File: src/rtl/serial_timing_pkg.sv
package serial_timing_pkg;

  // Default geometry of a number cycle.
  localparam int unsigned DFLT_BITS_PER_DIGIT = 4;
  localparam int unsigned DFLT_SLOTS_PER_CYC  = 16;
  localparam int unsigned DFLT_GAP_SLOT       = 0;
  localparam int unsigned DFLT_FIRST_SHOWN    = 2;
  localparam int unsigned DFLT_SYNC_STAGES    = 2;

endpackage

File: src/rtl/serial_rst_sync.sv
module serial_rst_sync #(
  parameter int unsigned STAGES = 2
) (
  input  logic clk_i,
  input  logic rst_ni,
  output logic rst_sync_no
);

  logic [STAGES-1:0] chain_q;
  logic [STAGES-1:0] chain_d;

  // Shift ones in from the bottom of the chain.
  always_comb begin
    chain_d = {chain_q[STAGES-2:0], 1'b1};
  end

  always_ff @(posedge clk_i or negedge rst_ni) begin
    if (!rst_ni) chain_q <= '0;
    else         chain_q <= chain_d;
  end

  assign rst_sync_no = chain_q[STAGES-1];

endmodule

File: src/rtl/serial_bit_phase.sv
module serial_bit_phase #(
  parameter int unsigned BITS = 4,
  localparam int unsigned BW  = (BITS > 1) ? $clog2(BITS) : 1
) (
  input  logic            clk_i,
  input  logic            rst_ni,
  output logic [BITS-1:0] phase_oh_o,
  output logic            phase_last_o
);

  logic [BW-1:0] phase_q;
  logic [BW-1:0] phase_d;
  logic          at_last;

  assign at_last = (phase_q == BW'(BITS - 1));

  // Next-state process: wrap explicitly so non-power-of-two sizes also work.
  always_comb begin
    if (at_last) phase_d = '0;
    else         phase_d = phase_q + BW'(1);
  end

  always_ff @(posedge clk_i or negedge rst_ni) begin
    if (!rst_ni) phase_q <= '0;
    else         phase_q <= phase_d;
  end

  for (genvar g = 0; g < BITS; g++) begin : g_dec
    assign phase_oh_o[g] = (phase_q == BW'(g));
  end

  assign phase_last_o = at_last;

endmodule

File: src/rtl/serial_slot_ctr.sv
module serial_slot_ctr #(
  parameter int unsigned SLOTS = 16,
  localparam int unsigned SW   = (SLOTS > 1) ? $clog2(SLOTS) : 1
) (
  input  logic             clk_i,
  input  logic             rst_ni,
  input  logic             step_i,
  output logic [SW-1:0]    slot_idx_o,
  output logic [SLOTS-1:0] slot_oh_o,
  output logic             slot_last_o
);

  logic [SW-1:0] slot_q;
  logic [SW-1:0] slot_d;
  logic          at_last;

  assign at_last = (slot_q == SW'(SLOTS - 1));

  // Next-state process with the clock enable written out.
  always_comb begin
    slot_d = slot_q;
    if (step_i) begin
      if (at_last) slot_d = '0;
      else         slot_d = slot_q + SW'(1);
    end
  end

  always_ff @(posedge clk_i or negedge rst_ni) begin
    if (!rst_ni) slot_q <= '0;
    else         slot_q <= slot_d;
  end

  for (genvar g = 0; g < SLOTS; g++) begin : g_dec
    assign slot_oh_o[g] = (slot_q == SW'(g));
  end

  assign slot_idx_o  = slot_q;
  assign slot_last_o = at_last;

endmodule

File: src/rtl/serial_slot_qual.sv
module serial_slot_qual #(
  parameter int unsigned SLOTS       = 16,
  parameter int unsigned GAP_SLOT    = 0,
  parameter int unsigned FIRST_SHOWN = 2,
  localparam int unsigned SW         = (SLOTS > 1) ? $clog2(SLOTS) : 1
) (
  input  logic [SW-1:0] slot_idx_i,
  input  logic          slot_last_i,
  input  logic          phase_last_i,
  output logic          shift_en_o,
  output logic          disp_slot_o,
  output logic          cycle_end_o
);

  always_comb begin
    shift_en_o  = (slot_idx_i != SW'(GAP_SLOT));
    disp_slot_o = (slot_idx_i >= SW'(FIRST_SHOWN));
    cycle_end_o = slot_last_i & phase_last_i;
  end

endmodule

File: src/rtl/serial_timing_gen.sv
module serial_timing_gen
  import serial_timing_pkg::*;
#(
  parameter int unsigned BITS_PER_DIGIT = DFLT_BITS_PER_DIGIT,
  parameter int unsigned SLOTS_PER_CYC  = DFLT_SLOTS_PER_CYC,
  parameter int unsigned GAP_SLOT       = DFLT_GAP_SLOT,
  parameter int unsigned FIRST_SHOWN    = DFLT_FIRST_SHOWN,
  parameter int unsigned SYNC_STAGES    = DFLT_SYNC_STAGES
) (
  input  logic                      clk_i,
  input  logic                      rst_ni,
  output logic [BITS_PER_DIGIT-1:0] bit_stb_o,
  output logic [SLOTS_PER_CYC-1:0]  slot_stb_o,
  output logic                      shift_en_o,
  output logic                      disp_slot_o,
  output logic                      cycle_end_o
);

  localparam int unsigned SW = (SLOTS_PER_CYC > 1) ? $clog2(SLOTS_PER_CYC) : 1;

  logic          rst_sync_n;
  logic          phase_last;
  logic          slot_last;
  logic [SW-1:0] slot_idx;

  serial_rst_sync #(
    .STAGES (SYNC_STAGES)
  ) u_rst_sync (
    .clk_i       (clk_i),
    .rst_ni      (rst_ni),
    .rst_sync_no (rst_sync_n)
  );

  serial_bit_phase #(
    .BITS (BITS_PER_DIGIT)
  ) u_bit_phase (
    .clk_i        (clk_i),
    .rst_ni       (rst_sync_n),
    .phase_oh_o   (bit_stb_o),
    .phase_last_o (phase_last)
  );

  serial_slot_ctr #(
    .SLOTS (SLOTS_PER_CYC)
  ) u_slot_ctr (
    .clk_i       (clk_i),
    .rst_ni      (rst_sync_n),
    .step_i      (phase_last),
    .slot_idx_o  (slot_idx),
    .slot_oh_o   (slot_stb_o),
    .slot_last_o (slot_last)
  );

  serial_slot_qual #(
    .SLOTS       (SLOTS_PER_CYC),
    .GAP_SLOT    (GAP_SLOT),
    .FIRST_SHOWN (FIRST_SHOWN)
  ) u_qual (
    .slot_idx_i   (slot_idx),
    .slot_last_i  (slot_last),
    .phase_last_i (phase_last),
    .shift_en_o   (shift_en_o),
    .disp_slot_o  (disp_slot_o),
    .cycle_end_o  (cycle_end_o)
  );

endmodule

File: config.mk
export PLATFORM = sky130hd
export DESIGN_NAME = serial_timing_gen
export DESIGN_NICKNAME = d
export VERILOG_FILES = /design/src/rtl/serial_timing_pkg.sv /design/src/rtl/serial_rst_sync.sv /design/src/rtl/serial_bit_phase.sv /design/src/rtl/serial_slot_ctr.sv /design/src/rtl/serial_slot_qual.sv /design/src/rtl/serial_timing_gen.sv
export SDC_FILE = /design/constraint.sdc
export NUM_CORES = 1
export LEC_CHECK = 0
export BUFFER_PORTS_ARGS = -buffer_cell sky130_fd_sc_hd__buf_2
export CAP_MARGIN = 40
export CELL_PAD_IN_SITES_DETAIL_PLACEMENT = 1
export CELL_PAD_IN_SITES_GLOBAL_PLACEMENT = 2
export CORE_ASPECT_RATIO = 1.2
export CORE_MARGIN = 4
export CORE_UTILIZATION = 25
export DETAILED_ROUTE_END_ITERATION = 12
export GPL_ROUTABILITY_DRIVEN = 0
export GPL_TIMING_DRIVEN = 1
export PLACE_DENSITY_LB_ADDON = 0.1
export SLEW_MARGIN = 20
export SYNTH_ARGS = -nofsm -noshare
export SYNTH_HDL_FRONTEND = slang
export SYNTH_SLANG_ARGS = --single-unit
File: constraint.sdc
create_clock -name clk_i -period 1.3 [get_ports clk_i]
set_input_delay 0.13 -clock clk_i [delete_from_list [all_inputs] [get_ports clk_i]]
set_output_delay 0.13 -clock clk_i [all_outputs]
set_load 0.02 [all_outputs]
==> parameters.txt, run 1 <==
Parameter                              Value

Route
  Remaining number of nets flagged by the antenna check after routing    0
  Average wire per standard cell    ~12 µm
  Vias per cell    roughly 4.2
  DRT Pass-1 Iters    2
  Routed vias    about 550
  Residual DRC    0
  Aggregate routed wire length    1602 µm
  Number of DRC violations after detailed-routing iteration 0    1

STA
  Setup repair after global routing missed its margin    yes
  Setup slack after layout    -0.1573 ns
  Tcrit/Tclk final    1.121
  Shortest period the worst path allows    1.457 ns
  Final setup vio count    20
  Number of max-slew violations in the final report    0
  Final hold violation count    0
  Max Clock Skew    0.002082 ns
  Fmax    0.6862 GHz

Placement
  Placement-stage worst setup slack    0.02359 ns
  Number of buffers added on ports    24
  DP Area    703.2 µm²
  Final HPWL DP    about 1100 µm

Cells and area
  Count of antenna diodes in the layout    0
  Commonest non-fill, non-tap cell in the layout    buf_6
  Area added between synthesis and finish    104.8%
  Fillcell total    235
  Commonest cells after routing, fill and taps aside    22 x buf_6, 13 x buf_4, 7 x and2_4
  Fin nets    113
  Share of final-layout standard cells stronger than drive strength 1    0.7624
  Post-layout instance area    1125 µm²

Pwr
  Leakage    0.5256 nW
  Internal cell power    0.3607 mW
  Share of power burned in registers    0.571
  Switching component of the power    approximately 0.088 mW
  Fraction of power spent switching nets    0.1966
  Areal power density over the cells    ~400 nW/µm²
  Combinational cell fraction of total power    0.010
  Max IR drop VDD    377.5 µV
  Part of the power in the clock network    0.419

Clock network
  Source-to-sink clock delay at the later pin of the worst-skew pair    0.25 ns
  CTS root buffer    clkbuf_4
  Num CTS Buffers    3
  CTS tree    done
  Clock Sinks    8
  CTS H-tree depth    1
  Maximum count of clock buffers along a single path    2
  Clk pin slew, worst setup/hold paths    0.06 ns

Yosys
  Per-instance average area after synthesis    9.310 µm²
  Syn_nets    about 70
  Netlist area before placement    549.3 µm²
  Number of warnings issued by yosys    0
  Yosys reg bits    8
  Register area share after synthesis    0.3645
  Yosys cell types    19
  Cell count after synthesis    59

Die
  Top-level I/O count    25
  Width of the die    50.79 µm
  Die Span Y    59.35 µm
  Number of standard-cell rows in the floorplan    18
  Core Box Area    2072 µm²
  Die ar.    around 3000 µm²
  Initial cell density of the core    0.2651

Critical path
  End of the worst register-to-register path    u_slot_ctr.slot_idx_o[0]$_DFFE_PN0P_
  Startpoint-to-endpoint class of the critical path    register to primary output
  Maximum net fanout on the critical path    5
  Sort of element at the end of the critical path    primary output
  CP Data Arrival Time    1.33 ns
  Reg-to-Reg Start    u_slot_ctr.slot_idx_o[0]$_DFFE_PN0P_
  Required arrival time at the worst endpoint    1.17 ns
  Worst Setup Start Kind    register
  Worst reg2reg path depth    5
  Setup slack of the worst register-to-register path    -0.11 ns

Global route
  Number of global-route vias before repair    574
  Congestion Overflow GR    0
  Wire length of the first global-routing pass    2628 µm
  Total GRT Usage    0.1179
  Maximum number of pins on one net before global-route repair    11
  Antenna violations before repair    0

Outcome
  Violated checks    setup timing
  Outcome    finished with violations

Worst hold path
  Worst min-delay path class    register to asynchronous set/reset pin

Job
  Max-cap check violation count    0
## what timing repair did
item,4_1_cts,5_1_grt
endpoints found under the setup margin,20,22
endpoints found under the hold margin,2,0
buffers inserted,8,7
hold buffers,1,0
resized for setup,51,33
pin swaps,2,7
## power by group through the flow
stage / clock [mW] / combinational, mW / sequential [mW]
after floorplan: 0 / 0.000250 / 0.260
after detailed placement: 0 / 0.00247 / 0.261
after global routing: 0.220 / 0.00549 / 0.257
after CTS: 0.201 / 0.00465 / 0.257
after global placement: 0 / 0.00234 / 0.261
final: 0.188 / 0.00462 / 0.256
## flip-flops by register name (all words and copies together), names as in the netlist
| signal | flops |
|---|---|
| u_slot_ctr.slot_idx_o | 4 |
| u_bit_phase.phase_q | 2 |
| u_rst_sync.chain_q | 2 |
## final cells by class
cell class / instances / area [µm²] / share of cell area
sequential: 8 / 206.4 / 0.1835
tap: 30 / 37.54 / 0.03337
multi-input combinational: 43 / 449.2 / 0.3993
inverter: 5 / 23.77 / 0.02113
timing repair buffer: 42 / 385.4 / 0.3426
clock buffer: 3 / 22.52 / 0.02002
## routing by layer
layer  track usage  vias to the layer above  routed length (µm)
li1              -                      269                   -
met1        0.1180                      258                 575
met2        0.2257                       18                 949
met3       0.02015                        2                  62
met4       0.06923                        0                  14
met5             0                        -                   0
## through the flow
stage,hold slack [ns],std cells,power [mW],TNS (ns),util
after floorplan,-0.1656,59,0.2599,0,-
after global placement,-0.08497,113,0.2637,0,0.3394
after detailed placement,-0.08272,113,0.2636,0,0.3394
after CTS,0.1207,125,0.4627,-2.363,0.4680
after global routing,0.1343,131,0.4831,-3.184,0.5429
final,0.1017,131,0.4490,-1.950,0.5429
## synthesized netlist by cell type
library cell	number	share of area
a21oi_1	1	0.0091
and3_4	1	0.020
o21ai_0	2	0.018
inv_1	5	0.034
o21ai_2	1	0.016
or3b_1	1	0.016
ha_1	8	0.18
and2_1	11	0.13
dfrtp_1	8	0.36
nor2_1	4	0.027
and3_1	3	0.034
conb_1	1	0.0068
and2b_1	1	0.014
nand2_1	6	0.041
o41ai_1	1	0.016
buf_6	1	0.020
xnor2_1	1	0.016
buf_4	2	0.027
nor2b_1	1	0.011
## logic make-up (layout without fill, tap and decap cells)
| group | after synthesis | in the layout | synth area share |
|---|---|---|---|
| simple gates | 28 | 28 | 0.2893 |
| fa+ha+maj | 8 | 8 | 0.1822 |
| flops | 8 | 8 | 0.3645 |
| buf+inv | 8 | 50 | 0.08200 |
| compound gates | 5 | 5 | 0.05922 |
| other cells | 1 | 1 | 0.006827 |
| xor+xnor | 1 | 1 | 0.01595 |
## critical path, cell delays in order, from the launching register on
cell,delay [ns]
dfrtp_2,0.46
buf_6,0.14
ha_4,0.17
and3_4,0.18
buf_6,0.12
## worst max-delay path by stage
stage                                         startpoint                                   end  slack, ns  cells after the start
CTS                 u_slot_ctr.slot_idx_o[0]$_DFFE_PN0P_                         slot_stb_o[7]      -0.14                      4
floorplan           u_slot_ctr.slot_idx_o[0]$_DFFE_PN0P_  u_slot_ctr.slot_idx_o[0]$_DFFE_PN0P_       0.03                      4
global placement    u_slot_ctr.slot_idx_o[1]$_DFFE_PN0P_                        slot_stb_o[12]       0.03                      4
detailed placement  u_slot_ctr.slot_idx_o[1]$_DFFE_PN0P_                        slot_stb_o[12]       0.02                      4
global route        u_slot_ctr.slot_idx_o[1]$_DFFE_PN0P_                        slot_stb_o[14]      -0.21                      4
finish              u_slot_ctr.slot_idx_o[1]$_DFFE_PN0P_                        slot_stb_o[14]      -0.16                      4
No activity file was read; power rests on OpenSTA's default activity.
==> run 2, diff against run 1 <==
--- a/config.mk
+++ b/config.mk
@@ -16,6 +16,7 @@
 export GPL_ROUTABILITY_DRIVEN = 0
 export GPL_TIMING_DRIVEN = 1
 export PLACE_DENSITY_LB_ADDON = 0.1
+export SKIP_CTS_REPAIR_TIMING = 1
 export SLEW_MARGIN = 20
 export SYNTH_ARGS = -nofsm -noshare
 export SYNTH_HDL_FRONTEND = slang
==> parameters.txt, run 2 (same netlist as run 1, synthesis figures left out) <==
Parameter                              Value

Outcome
  Outcome    finished with violations
  Violated checks    setup timing

Cells and area
  Fin nets    approximately 110
  Share of final-layout standard cells stronger than drive strength 1    0.7778
  Post-layout instance area    around 1100 µm²
  Fillcell total    239
  Commonest cells after routing, fill and taps aside    22 x buf_6, 12 x buf_4, 11 x and2_4
  Area added between synthesis and finish    100.0%
  Finished Core Util    0.5302
  Max FFs per register    4
  Commonest non-fill, non-tap cell in the layout    buf_6
  Count of antenna diodes in the layout    0

Die
  Core Box Area    2072 µm²
  Initial cell density of the core    0.2651
  Die ar.    approximately 3000 µm²
  Width of the die    50.79 µm
  Die Span Y    approximately 59 µm
  Top-level I/O count    25
  Number of standard-cell rows in the floorplan    18

STA
  Max Clock Skew    0.001115 ns
  Fmax    0.6927 GHz
  Final hold violation count    0
  Final setup vio count    19
  Tcrit/Tclk final    1.111
  Number of max-slew violations in the final report    0
  Shortest period the worst path allows    1.444 ns
  Setup repair after global routing missed its margin    yes
  Setup slack after layout    -0.1437 ns

Critical path
  Maximum net fanout on the critical path    5
  Setup slack of the worst register-to-register path    -0.10 ns
  Sort of element at the end of the critical path    primary output
  Required arrival time at the worst endpoint    1.17 ns
  Worst Setup Start Kind    register
  Startpoint-to-endpoint class of the critical path    register to primary output
  CP Data Arrival Time    around 1.3 ns

Pwr
  Design Power    0.4490 mW
  Areal power density over the cells    roughly 400 nW/µm²
  Leakage    0.5107 nW
  Max IR drop VDD    381.5 µV

Worst hold path
  Worst min-delay path class    register to asynchronous set/reset pin

Route
  Remaining number of nets flagged by the antenna check after routing    0
  Residual DRC    0
  Average wire per standard cell    ~12 µm
  Vias per cell    4.147
  DRT Pass-1 Iters    2
  Aggregate routed wire length    1548 µm
  Routed vias    roughly 540
  Number of DRC violations after detailed-routing iteration 0    3

Global route
  Total GRT Usage    0.1036
  Wire length of the first global-routing pass    2277 µm
  Number of global-route vias before repair    about 500
  Congestion Overflow GR    0
  Maximum number of pins on one net before global-route repair    11
  Antenna violations before repair    0

Clock network
  Maximum count of clock buffers along a single path    2
  CTS H-tree depth    1
  Clock Sinks    8
  CTS tree    done
  Source-to-sink clock delay at the later pin of the worst-skew pair    0.25 ns
  Num CTS Buffers    3
  CTS root buffer    clkbuf_4
  Clk pin slew, worst setup/hold paths    roughly 0.05 ns

Placement
  DP Area    703.2 µm²
  Placement-stage worst setup slack    0.02359 ns
  Number of buffers added on ports    24
  Final HPWL DP    1067 µm

Job
  Max-cap check violation count    0
[run 2: power breakdown]
group	internal, mW	switching (mW)
Clock	0.106	0.0824
Combinational	0.00301	0.00162
Sequential	0.252	0.00424
[run 2: layout make-up]
class                           instances  area (µm²)  area share
Inverter                                5       23.77     0.02164
Multi-Input combinational cell         43       435.4      0.3964
Timing Repair Buffer                   40       372.9      0.3394
Tap cell                               30       37.54     0.03417
Sequential cell                         8       206.4      0.1879
Clock buffer                            3       22.52     0.02050
[run 2: worst paths after layout]
check                                                startpoint                              endpoint  depth (start not counted)
max                        u_slot_ctr.slot_idx_o[1]$_DFFE_PN0P_                        slot_stb_o[14]                          4
min                             u_rst_sync.chain_q[1]$_DFF_PN0_      u_bit_phase.phase_q[1]$_DFF_PN0_                          0
max reg2reg                u_slot_ctr.slot_idx_o[0]$_DFFE_PN0P_  u_slot_ctr.slot_idx_o[0]$_DFFE_PN0P_                          5
min reg2reg                     u_rst_sync.chain_q[1]$_DFF_PN0_      u_bit_phase.phase_q[1]$_DFF_PN0_                          0
max in group asynchronous       u_rst_sync.chain_q[1]$_DFF_PN0_  u_slot_ctr.slot_idx_o[0]$_DFFE_PN0P_                          0
min in group clk_i              u_rst_sync.chain_q[0]$_DFF_PN0_       u_rst_sync.chain_q[1]$_DFF_PN0_                          0
[run 2: through the flow]
step / setup TNS (ns) / instances / hold WS (ns)
4_1_cts: -3.694 / 116 / -0.3587
5_1_grt: -3.025 / 129 / 0.1343
2_1_floorplan: 0 / 59 / -0.1656
3_3_place_gp: 0 / 113 / -0.08497
3_5_place_dp: 0 / 113 / -0.08272
6_report: -1.818 / 129 / 0.1064
[run 2: layer usage]
layer	track usage	wire length [µm]	vias to the layer above	share of wire
met5	0	0	-	0
met4	0.06923	14	0	0.0090
li1	-	-	265	-
met2	0.1959	924	18	0.60
met1	0.1009	552	250	0.36
met3	0.02015	57	2	0.037
[run 2: critical path: stages, from the launching register on]
cell and delay, ns:
dfrtp_2 0.46, buf_6 0.15, ha_4 0.17, and3_4 0.17, buf_6 0.12
==> run 3, diff against run 2 <==
--- a/config.mk
+++ b/config.mk
@@ -11,7 +11,7 @@
 export CELL_PAD_IN_SITES_GLOBAL_PLACEMENT = 2
 export CORE_ASPECT_RATIO = 1.2
 export CORE_MARGIN = 4
-export CORE_UTILIZATION = 25
+export CORE_UTILIZATION = 27
 export DETAILED_ROUTE_END_ITERATION = 12
 export GPL_ROUTABILITY_DRIVEN = 0
 export GPL_TIMING_DRIVEN = 1
@@ -20,4 +20,5 @@
 export SLEW_MARGIN = 20
 export SYNTH_ARGS = -nofsm -noshare
 export SYNTH_HDL_FRONTEND = slang
+export SYNTH_HIERARCHICAL = 1
 export SYNTH_SLANG_ARGS = --single-unit
==> constraint.sdc (replaced) <==
create_clock -name clk_i -period 1.7 [get_ports clk_i]
set_input_delay 0.17 -clock clk_i [delete_from_list [all_inputs] [get_ports clk_i]]
set_output_delay 0.17 -clock clk_i [all_outputs]
set_load 0.02 [all_outputs]
==> parameters.txt, run 3 <==
Parameter                              Value

Cells and area
  Fillcell total    241
  Count of antenna diodes in the layout    0
  Finished Core Util    0.3741
  Share of final-layout standard cells stronger than drive strength 1    0.3902
  Multi-input gate area    approximately 320 µm²
  Commonest cells after routing, fill and taps aside    24 x buf_2, 13 x and2_1, 7 x ha_1, 7 x dfrtp_1, 4 x inv_1
  Commonest non-fill, non-tap cell in the layout    buf_2
  Fin nets    94
  Max FFs per register    4
  FF/Latch Area    about 200 µm²
  Area added between synthesis and finish    27.77%

Critical path
  Buf/Inv on CP    1
  Worst reg2reg path depth    4
  Reg-to-Reg Start    u_slot_ctr/slot_idx_o[0]$_DFFE_PN0P_
  Critical Path Start    u_slot_ctr/slot_idx_o[2]$_DFFE_PN0P_
  Startpoint-to-endpoint class of the critical path    register to primary output
  Family of cells with the greatest summed delay on the critical path    simple AND/OR/NAND/NOR gates
  Maximum net fanout on the critical path    11
  CP Data Arrival Time    1.44 ns
  Required arrival time at the worst endpoint    1.53 ns
  Sort of element at the end of the critical path    primary output
  Cell-by-cell trace of the critical path    or4_1, buf_2
  Crit-path max cell delay    around 0.54 ns
  Worst path slowest cell    or4_1
  Worst Setup Start Kind    register
  Logic depth of the worst path, buffers included    2

STA
  Fmax    between 0.6 and 0.7 GHz
  Final setup vio count    0
  Number of max-slew violations in the final report    0
  Setup repair after global routing missed its margin    no
  Tcrit/Tclk final    0.9457
  Post-route setup TNS    0 ns
  Shortest period the worst path allows    1.608 ns
  WHS    0.09069 ns
  Final hold violation count    0
  Max Clock Skew    roughly 0.0055 ns

Global route
  Most used routing layer    met2
  GR met2 Demand/Resource    0.1762
  Maximum number of pins on one net before global-route repair    12
  Number of global-route vias before repair    464
  Met3 Track Usage GR    0.02057
  GRT met1 Usage    0.09048
  Congestion Overflow GR    0
  Wire length of the first global-routing pass    2035 µm
  Antenna violations before repair    0
  Total GRT Usage    0.09017

Placement
  Number of buffers added on ports    24
  Final HPWL DP    1030 µm

Yosys
  Number of warnings issued by yosys    6
  Syn_nets    67
  Most used flip-flop cell after synthesis    dfrtp_1
  Number of enable flip-flop cells after synthesis    0
  Most frequent cell after synthesis    and2_1
  Netlist area before placement    554.3 µm²
  Cell taking the most area after synthesis    dfrtp_1
  Async set-reset flop share out of synthesis    1.000
  Largest cells by area after synthesis    dfrtp_1 36%, ha_1 18%, and2_1 15%, and3_1 3.4%, buf_4 2.7%
  Area share of the leading cell type in the synthesized netlist    0.3612
  Yosys cell types    21
  Per-instance average area after synthesis    9.724 µm²
  Cell count after synthesis    57
  Cell types with the highest counts after synthesis    13 x and2_1, 8 x dfrtp_1, 8 x ha_1
  Yosys reg bits    8
  Register area share after synthesis    0.3612

Route
  Number of DRC violations after detailed-routing iteration 0    1
  Residual DRC    0
  Vias per cell    4.455
  Remaining number of nets flagged by the antenna check after routing    0
  Average wire per standard cell    ~12 µm
  Routed vias    450
  DRT Pass-1 Iters    3
  Aggregate routed wire length    1196 µm

Clock network
  Num CTS Buffers    3
  CTS H-tree depth    1
  Source-to-sink clock delay at the later pin of the worst-skew pair    0.25 ns
  CTS tree    done
  CTS root buffer    clkbuf_4
  Clk pin slew, worst setup/hold paths    0.05 ns
  Maximum count of clock buffers along a single path    2
  Clock Sinks    8

Die
  Initial cell density of the core    0.2928
  Die ar.    approximately 2800 µm²
  Width of the die    49.36 µm
  Die Span Y    57.64 µm
  Top-level I/O count    25
  Core Box Area    1893 µm²
  Number of standard-cell rows in the floorplan    17

Job
  Max-cap check violation count    0

Pwr
  Internal cell power    0.2757 mW
  Switching component of the power    0.06180 mW
  Areal power density over the cells    476.6 nW/µm²
  Max IR drop VDD    approximately 320 µV
  Fraction of power spent switching nets    0.1831
  Share of power burned in registers    0.581
  Part of the power in the clock network    0.408
  Combinational cell fraction of total power    0.010
  Leakage    about 0.38 nW

Worst hold path
  Worst min-delay path class    register to asynchronous set/reset pin

Outcome
  Outcome    finished clean
run 3: power by group through the flow:
stage,registers (mW),logic (mW),clock network [mW]
global route,0.197,0.00444,0.160
CTS,0.196,0.00186,0.149
finish,0.196,0.00352,0.138
floorplan,0.199,0.000191,0
global placement,0.200,0.00180,0
detailed placement,0.200,0.00185,0
run 3: worst paths after layout:
check / endpoint / slack (ns)
hold / removal: u_bit_phase/phase_q[0]$_DFF_PN0_ / 0.09
hold reg to reg: u_bit_phase/phase_q[0]$_DFF_PN0_ / 0.09
min in group clk_i: u_rst_sync/chain_q[1]$_DFF_PN0_ / 0.36
max in group asynchronous: u_rst_sync/chain_q[0]$_DFF_PN0_ / 1.37
setup reg to reg: u_slot_ctr/slot_idx_o[0]$_DFFE_PN0P_ / 0.34
setup / recovery: shift_en_o / 0.09
run 3: final cells by class:
type,count,area share
multi-input combinational,42,0.4452
sequential,8,0.2845
timing repair buffer,25,0.1837
tap,19,0.03357
clock buffer,3,0.03180
inverter,4,0.02120
run 3: metrics by stage:
stage	total power, mW	instances	area [µm²]	worst slack [ns]
4_1_cts	0.3470	100	694.4	0.01055
2_1_floorplan	0.1988	57	554.3	0.3870
3_3_place_gp	0.2014	97	671.9	0.2707
5_1_grt	0.3612	101	708.2	0.01621
3_5_place_dp	0.2017	97	671.9	0.2526
6_report	0.3375	101	708.2	0.09239
run 3: per-layer routing:
layer,wire length [µm],up-vias
li1,-,233
met1,494,201
met2,638,16
met3,64,0
met4,0,0
met5,0,-
run 3: kinds of logic (layout without fill, tap and decap cells):
family,Yosys count,after routing,synth area share
flip-flops,8,8,0.3612
AND/OR/NAND/NOR,27,27,0.3025
adder cells (fa/ha/maj),8,8,0.1806
other,1,1,0.006766
AO/OA/AOI/OAI,5,5,0.05869
XOR/XNOR,1,1,0.01580
buffers and inverters,7,32,0.07447
run 3: worst reg2reg max path, delay by kind of cell, from the launching register on:
family	cells	cell delay (ns)
fa+ha+maj	1	0.24
flops	1	0.44
simple gates	2	0.55
compound gates	1	0.06
